File: src/rtl/i2c_hs_master.sv
module i2c_hs_master #(
  parameter int CLK_HZ = 200_000_000,
  parameter int SCL_HZ = 100_000,
  parameter int DIV_W  = 16
) (
  input  logic        clk,
  input  logic        rst_n,
  input  logic        bus_we,
  input  logic [2:0]  bus_addr,
  input  logic [15:0] bus_wdata,
  output logic [15:0] bus_rdata,
  output logic        irq,
  output logic        scl_oe,
  output logic        sda_oe,
  input  logic        sda_i
);
  localparam logic [DIV_W-1:0] DIV_RST = DIV_W'(CLK_HZ / (4 * SCL_HZ));

  typedef enum logic [2:0] {S_IDLE, S_START, S_BIT, S_WAIT, S_RSTART, S_STOP} st_t;

  st_t st;
  logic en, rdy, rx_end, tx_end;
  logic [6:0] tgt;
  logic rw, is_addr, ack_s, nack, irq_r;
  logic [7:0] txd, rxd, sh;
  logic [DIV_W-1:0] div, cnt;
  logic [1:0] q;
  logic [3:0] bn;
  logic scl_l, sda_l, sda_d;

  wire wr_ctrl = bus_we && bus_addr == 3'd0;
  wire wr_xfer = bus_we && bus_addr == 3'd1;
  wire wr_data = bus_we && bus_addr == 3'd2;
  wire wr_stat = bus_we && bus_addr == 3'd3;
  wire wr_div  = bus_we && bus_addr == 3'd4;

  wire idle   = st == S_IDLE;
  wire active = st == S_START || st == S_BIT || st == S_RSTART || st == S_STOP;
  wire [DIV_W-1:0] lim = (div == '0) ? DIV_W'(1) : div;
  wire tick   = active && cnt >= lim - DIV_W'(1);
  wire last_q = tick && q == 2'd3;
  wire xmit   = is_addr || !rw;
  wire byte_done = st == S_BIT && last_q && bn == 4'd8;
  wire go = wr_xfer && en && (st == S_IDLE || st == S_WAIT);

  assign irq = irq_r;

  always_ff @(posedge clk or negedge rst_n)
    if (!rst_n) cnt <= '0;
    else if (!active || tick) cnt <= '0;
    else cnt <= cnt + DIV_W'(1);

  always_ff @(posedge clk or negedge rst_n)
    if (!rst_n) q <= 2'd0;
    else if (!active) q <= 2'd0;
    else if (tick) q <= q + 2'd1;

  always_ff @(posedge clk or negedge rst_n) begin
    if (!rst_n) begin
      st <= S_IDLE;
      tgt <= '0;
      rw <= 1'b0;
      sh <= '0;
      bn <= '0;
      is_addr <= 1'b0;
      ack_s <= 1'b0;
      rxd <= '0;
    end else begin
      case (st)
        S_IDLE:
          if (go) begin
            st <= S_START;
            tgt <= bus_wdata[6:0];
            rw <= bus_wdata[8];
            sh <= {bus_wdata[6:0], bus_wdata[8]};
            is_addr <= 1'b1;
          end
        S_START, S_RSTART:
          if (last_q) begin
            st <= S_BIT;
            bn <= '0;
          end
        S_BIT:
          if (tick) begin
            if (q == 2'd2) begin
              if (bn == 4'd8) ack_s <= sda_i;
              else if (!xmit) sh <= {sh[6:0], sda_i};
            end
            if (q == 2'd3) begin
              if (bn == 4'd8) begin
                if (!xmit) rxd <= sh;
                is_addr <= 1'b0;
                st <= (!xmit && rx_end) ? S_STOP : S_WAIT;
              end else begin
                bn <= bn + 4'd1;
                if (xmit) sh <= {sh[6:0], 1'b0};
              end
            end
          end
        S_WAIT:
          if (go) begin
            st <= S_RSTART;
            tgt <= bus_wdata[6:0];
            rw <= bus_wdata[8];
            sh <= {bus_wdata[6:0], bus_wdata[8]};
            is_addr <= 1'b1;
          end else if (rdy) begin
            if (tx_end) st <= S_STOP;
            else begin
              st <= S_BIT;
              bn <= '0;
              sh <= rw ? 8'h00 : txd;
            end
          end
        S_STOP:
          if (last_q) st <= S_IDLE;
        default: st <= S_IDLE;
      endcase
    end
  end

  always_ff @(posedge clk or negedge rst_n)
    if (!rst_n) {tx_end, rx_end, rdy, en} <= 4'b0;
    else if (wr_ctrl) {tx_end, rx_end, rdy, en} <= bus_wdata[3:0];
    else if (go || (st == S_WAIT && rdy)) rdy <= 1'b0;

  always_ff @(posedge clk or negedge rst_n)
    if (!rst_n) nack <= 1'b0;
    else if (byte_done && xmit) nack <= ack_s;
    else if (go || (wr_stat && bus_wdata[1])) nack <= 1'b0;

  always_ff @(posedge clk or negedge rst_n)
    if (!rst_n) irq_r <= 1'b0;
    else if (byte_done) irq_r <= 1'b1;
    else if (wr_stat && bus_wdata[2]) irq_r <= 1'b0;

  always_ff @(posedge clk or negedge rst_n)
    if (!rst_n) txd <= '0;
    else if (wr_data) txd <= bus_wdata[7:0];

  always_ff @(posedge clk or negedge rst_n)
    if (!rst_n) div <= DIV_RST;
    else if (wr_div) div <= bus_wdata[DIV_W-1:0];

  always_comb begin
    scl_l = 1'b0;
    sda_l = 1'b0;
    case (st)
      S_START:  begin scl_l = q == 2'd3; sda_l = q != 2'd0; end
      S_RSTART: begin scl_l = q == 2'd0 || q == 2'd3; sda_l = q[1]; end
      S_BIT: begin
        scl_l = !q[1];
        sda_l = (bn == 4'd8) ? (!xmit && !rx_end) : (xmit && !sh[7]);
      end
      S_WAIT:   scl_l = 1'b1;
      S_STOP:   begin scl_l = !q[1]; sda_l = q == 2'd1 || q == 2'd2; end
      default:  ;
    endcase
  end

  // SDA trails SCL by one clock so data never moves on an SCL edge
  always_ff @(posedge clk or negedge rst_n)
    if (!rst_n) {scl_oe, sda_d, sda_oe} <= 3'b0;
    else begin
      scl_oe <= scl_l;
      sda_d <= sda_l;
      sda_oe <= sda_d;
    end

  always_comb
    case (bus_addr)
      3'd0: bus_rdata = {12'b0, tx_end, rx_end, rdy, en};
      3'd1: bus_rdata = {7'b0, rw, 1'b0, tgt};
      3'd2: bus_rdata = {rxd, txd};
      3'd3: bus_rdata = {13'b0, irq_r, nack, idle};
      3'd4: bus_rdata = 16'(div);
      default: bus_rdata = '0;
    endcase
endmodule


File: config.mk
export PLATFORM = sky130hd
export DESIGN_NAME = i2c_hs_master
export DESIGN_NICKNAME = d
export VERILOG_FILES = /design/src/rtl/i2c_hs_master.sv
export SDC_FILE = /design/constraint.sdc
export NUM_CORES = 1
export LEC_CHECK = 0
export BUFFER_PORTS_ARGS = -buffer_cell sky130_fd_sc_hd__buf_4
export CORE_MARGIN = 8
export CORE_UTILIZATION = 45
export CTS_BUF_LIST = sky130_fd_sc_hd__clkbuf_4
export DETAILED_ROUTE_END_ITERATION = 10
export PLACE_DENSITY = 0.65
export SETUP_SLACK_MARGIN = 0.3
export SYNTH_ARGS = -nofsm -noshare
export SYNTH_HDL_FRONTEND = slang
export SYNTH_SLANG_ARGS = --single-unit
File: constraint.sdc
create_clock -name clk -period 4.4 [get_ports clk]
set_clock_uncertainty 0.1 [all_clocks]
set_input_delay 0 -clock clk [delete_from_list [all_inputs] [get_ports clk]]
set_output_delay 0 -clock clk [all_outputs]
set_load 0.05 [all_outputs]
==> summary by stage <==
Global route
The initial antenna violation count was 1. The fraction of met1 tracks used by global routing is between 20% and 30%. For met3 alone, demand over resource in global routing was 3.21%. Global routing used 31.2% of the available met2 tracks. The wire length of the first global-routing pass is ~22000 um.

The number of global-route vias before repair came to 4266. The largest net degree at the start of global routing is between 80 and 90. The overall fraction of global-route tracks in use is between 10% and 20%. The busiest layer in global routing is met2.

For this run the aggregate overflow at the end of global routing stands at 0.

Power
The switching share of total power is roughly a third. The sequential cell fraction of total power is between 40% and 50%. The internal power contribution is between 1000 and 1500 uW. The share of total power in the clock network is 23.1%. For this design the total switching power over the nets is 791 uW. Of the total power, combinational logic draws a little under a third. In this run the static leakage power is between 0.002 and 0.003 uW. The maximum vdd ir drop is approximately 230 uV.

The areal power density over the cells is ~360 nW/um2.

Cells and area
Summing all non-filler instances in the final layout gives an area of between 6000 and 7000 um2. The post-route netlist has a little under a third of its cells at a drive strength greater than 1. The number of fillers in the final layout is ~900. Leaving out fill and tap cells, the most frequent cells in the layout are 78 x sky130_fd_sc_hd__dfrtp_1, 57 x sky130_fd_sc_hd__buf_4, 43 x sky130_fd_sc_hd__mux2_2, 33 x sky130_fd_sc_hd__nor2_1, 28 x sky130_fd_sc_hd__nand2_1.

The leading cell type in the layout, fill and taps excluded is sky130_fd_sc_hd__dfrtp_1. From synthesis to final layout, the design area changed by 24.8%. The final layout net count is slightly above 600. The final core utilization is between 50% and 60%.

Logic synthesis
Synthesis produced around 490 cells. The share of async-settable or async-resettable flops after synthesis is 100%. The most used flip-flop cell after synthesis is sky130_fd_sc_hd__dfrtp_1. The number of synthesized register bits is 84. The number of library cell types mapped by synthesis is 58. In this run, synthesis inferred 0 flip-flops with an integrated enable. Synthesis produced a netlist with a net count of 535.

The count of synthesis-stage warnings from yosys is 0. The post-synthesis average cell area is between 10 and 15 um2. The cell area that synthesis handed to floorplanning was 4960 um2. Sequential elements use between 40% and 50% of the synthesized area.

Place
The number of input and output port buffers inserted is 41. The post-detailed-placement half-perimeter wirelength is 9630 um. The placed instances occupy a cell area of about 5500 um2. The routability congestion estimate is around 0.90.

Critical path
The type of element launching the critical path is a flop. At the worst endpoint, the arrival time is 4700 ps. The critical register-to-register path startpoint is div[4]. The required time of the worst setup path is 4660 ps. The cell family contributing the most delay on the critical path is simple AND/OR/NAND/NOR gates. Traced cell by cell, the critical path runs through or4_4 -> nor3_4 -> nand2b_1 -> nor4_4 -> nor2_1 -> ha_2 -> nand2b_1 -> nand2b_4 -> nor3_2 -> xnor2_1 -> ha_1 -> nand4_1 -> nor3_2 -> or4b_4 -> a31o_4 -> nor4_4 -> buf_6 -> mux2_2. The endpoint of the most critical register-to-register path is rxd[0]. The longest individual stage delay on the worst path is 570 ps.

In this run the worst path has a maximum fanout of 8. The buffers plus inverters on the worst setup path is 1. The critical-path cell with the highest stage delay is sky130_fd_sc_hd__or4_4. Counting buffers and inverters, the worst setup path is 18 cells deep. The path depth of the worst reg2reg path is 18.

The setup slack on the worst flop-to-flop path is -50 ps. The worst setup path category is flop to flop. The category of the worst setup path capture point is a flop.

Floorplanning
The effective utilization at floorplan is around 46%. The full die area is 14600 um2. The floorplan has 38 rows. The floorplan die width is roughly 120 um. The region available for standard cell placement spans 10800 um2.

In this run the vertical extent of the chip is around 120 um. The number of top-level pins is 42.

Clock network
Clock tree synthesis found a total of between 80 and 90 sinks. The number of buffers inserted during clock tree synthesis is 9. CTS built an H-tree with a depth of 3. Clock-pin slew was measured on the worst setup and hold paths at about 140 ps.

In this run the clock root is driven by a sky130_fd_sc_hd__clkbuf_4. No sink is reached through more buffers than the 2 on the longest clock path. The clock reaches the later pin of the worst-skew pair after 470 ps. TritonCTS built the clock tree.

Timing
The top achievable clock speed is about 220 MHz. For the finished layout, the period the worst path requires is roughly 4400 ps. After layout, the worst path uses 101% of the clock period. The worst-case setup margin in the final layout is -45.5 ps. Setup repair after global routing could not meet its margin everywhere.

Setup violations remaining at the end of the flow were counted as 7. The actual slew at the worst max-slew pin is 1070 ps. The max-slew violation count is 0. The number of endpoints with negative hold slack in the final report is 0.

In this run the tightest slew margin relative to its limit is between 20 and 30%.

Hold path
Counting instances, the worst hold path has a depth of 5. The class of the most critical hold timing path is input port to flop. The start point of the worst min-delay path is bus_addr[2]. The hold path endpoint is rdy.

Drt
The total length of routed wires is 13600 um. In this run, the number of DRC markers left after iteration 0 of detailed routing was ~330. Using the TritonRoute via totals, the vias-per-cell ratio works out to about 5.9. The iteration count of the initial detailed-routing pass is 9. After detailed routing, the number of remaining DRC violations is 0. Dividing the detail-routed wire length by the instance count gives a little under 20 um. The number of antenna-violating nets in the routed design is 0. The via total after detailed routing is between 4k and 5k.

Outcome
The final reports fail on setup timing. The flow ran to the end, but the final reports show violations.

Run
The count of maximum capacitance violations is 0.
==> worst max path at each step <==
stage                       start      to  slack [ps]
after detailed placement  div[12]  rxd[2]         -80
after floorplan           div[12]  rxd[0]         -80
after CTS                 div[12]  rxd[0]          20
final                      div[4]  rxd[0]         -50
after global routing       div[4]  rxd[4]        -230
after global placement    div[12]   ack_s         -20
==> layer usage <==
layer,vias up,routed length [um],part of all wire (%)
met4,0,303,2.2
met5,-,0,0
met3,26,536,3.9
met1,2100,6050,44
met2,118,6710,49
li1,1951,-,-
==> power by group through the flow <==
stage | combinational (uW) | sequential [uW] | clock, uW
2_1_floorplan | 421 | 1010 | 0
3_3_place_gp | 621 | 1020 | 0
6_report | 711 | 1020 | 519
4_1_cts | 667 | 1010 | 533
5_1_grt | 789 | 1040 | 563
3_5_place_dp | 641 | 1030 | 0
==> stage by stage <==
step           setup WS (ps)  cells  hold slack, ps  TNS [ps]  total power, uW
2_1_floorplan          -80.4    489            -396      -576             1430
3_3_place_gp           -18.8    661             133      -129             1640
3_5_place_dp           -79.8    661             138     -1370             1670
4_1_cts                 21.1    704            32.1         0             2210
5_1_grt                 -227    707            92.9     -4870             2390
6_report               -45.5    707            66.2      -211             2250
==> flip-flops by register name, indices dropped and copies added, names as in the netlist, 2 cells and up <==
name  count
tgt       7
bn        4
cnt      16
txd       8
rxd       8
sh        8
div      16
st        3
q         2
==> layout make-up <==
type / instances / area [um2] / share of cell area (%)
clock inverters: 6 / 88.8 / 1.43
repair buffers: 86 / 728 / 11.8
clock buffers: 10 / 75.1 / 1.21
multi-input cells: 370 / 2970 / 48.0
well taps: 140 / 175 / 2.83
flip-flops and latches: 84 / 2110 / 34.1
diodes: 1 / 2.50 / 0.0404
inverters: 10 / 37.5 / 0.606
==> logic make-up after synthesis <==
family	Yosys count	synth area share, %
AND/OR/NAND/NOR	152	15.6
AO/OA/AOI/OAI	112	16.3
flip-flops	84	42.5
multiplexers	52	11.7
buffers and inverters	36	2.75
XOR/XNOR	30	5.30
adder cells (fa/ha/maj)	23	5.80
==> cell usage after synthesis (10+ instances only) <==
master	number	share of area [%]
sky130_fd_sc_hd__a22oi_1	19	2.9
sky130_fd_sc_hd__xor2_1	15	2.6
sky130_fd_sc_hd__o21ai_0	21	2.1
sky130_fd_sc_hd__ha_1	23	5.8
sky130_fd_sc_hd__nand2_1	28	2.1
sky130_fd_sc_hd__nand3_1	12	1.2
sky130_fd_sc_hd__a21oi_1	17	1.7
sky130_fd_sc_hd__mux2_2	47	11
sky130_fd_sc_hd__xnor2_1	15	2.6
sky130_fd_sc_hd__nor2_1	48	3.6
sky130_fd_sc_hd__nand2b_1	13	1.6
sky130_fd_sc_hd__dfrtp_1	78	39
sky130_fd_sc_hd__inv_1	10	0.76
sky130_fd_sc_hd__nor3_1	12	1.2
sky130_fd_sc_hd__clkbuf_1	24	1.8
==> worst reg2reg max path, cell delays in order (launching register included) <==
cell and delay (ps):
sky130_fd_sc_hd__dfstp_2 400, sky130_fd_sc_hd__or4_4 570, sky130_fd_sc_hd__nor3_4 150, sky130_fd_sc_hd__nand2b_1 130, sky130_fd_sc_hd__nor4_4 210, sky130_fd_sc_hd__nor2_1 90, sky130_fd_sc_hd__ha_2 190, sky130_fd_sc_hd__nand2b_1 90
sky130_fd_sc_hd__nand2b_4 140, sky130_fd_sc_hd__nor3_2 50, sky130_fd_sc_hd__xnor2_1 130, sky130_fd_sc_hd__ha_1 310, sky130_fd_sc_hd__nand4_1 120, sky130_fd_sc_hd__nor3_2 240, sky130_fd_sc_hd__or4b_4 520, sky130_fd_sc_hd__a31o_4 250
sky130_fd_sc_hd__nor4_4 140, sky130_fd_sc_hd__buf_6 180, sky130_fd_sc_hd__mux2_2 330
==> timing repair <==
item                       4_1_cts  5_1_grt
setup endpoints to repair       45       45
hold endpoints to repair       125        0
setup buffers                    5        2
gates cloned                     1        0
hold buffers                    21        0
gates resized for setup         21       35
pin swaps                       16       29
(Power assumes the default switching activity.)
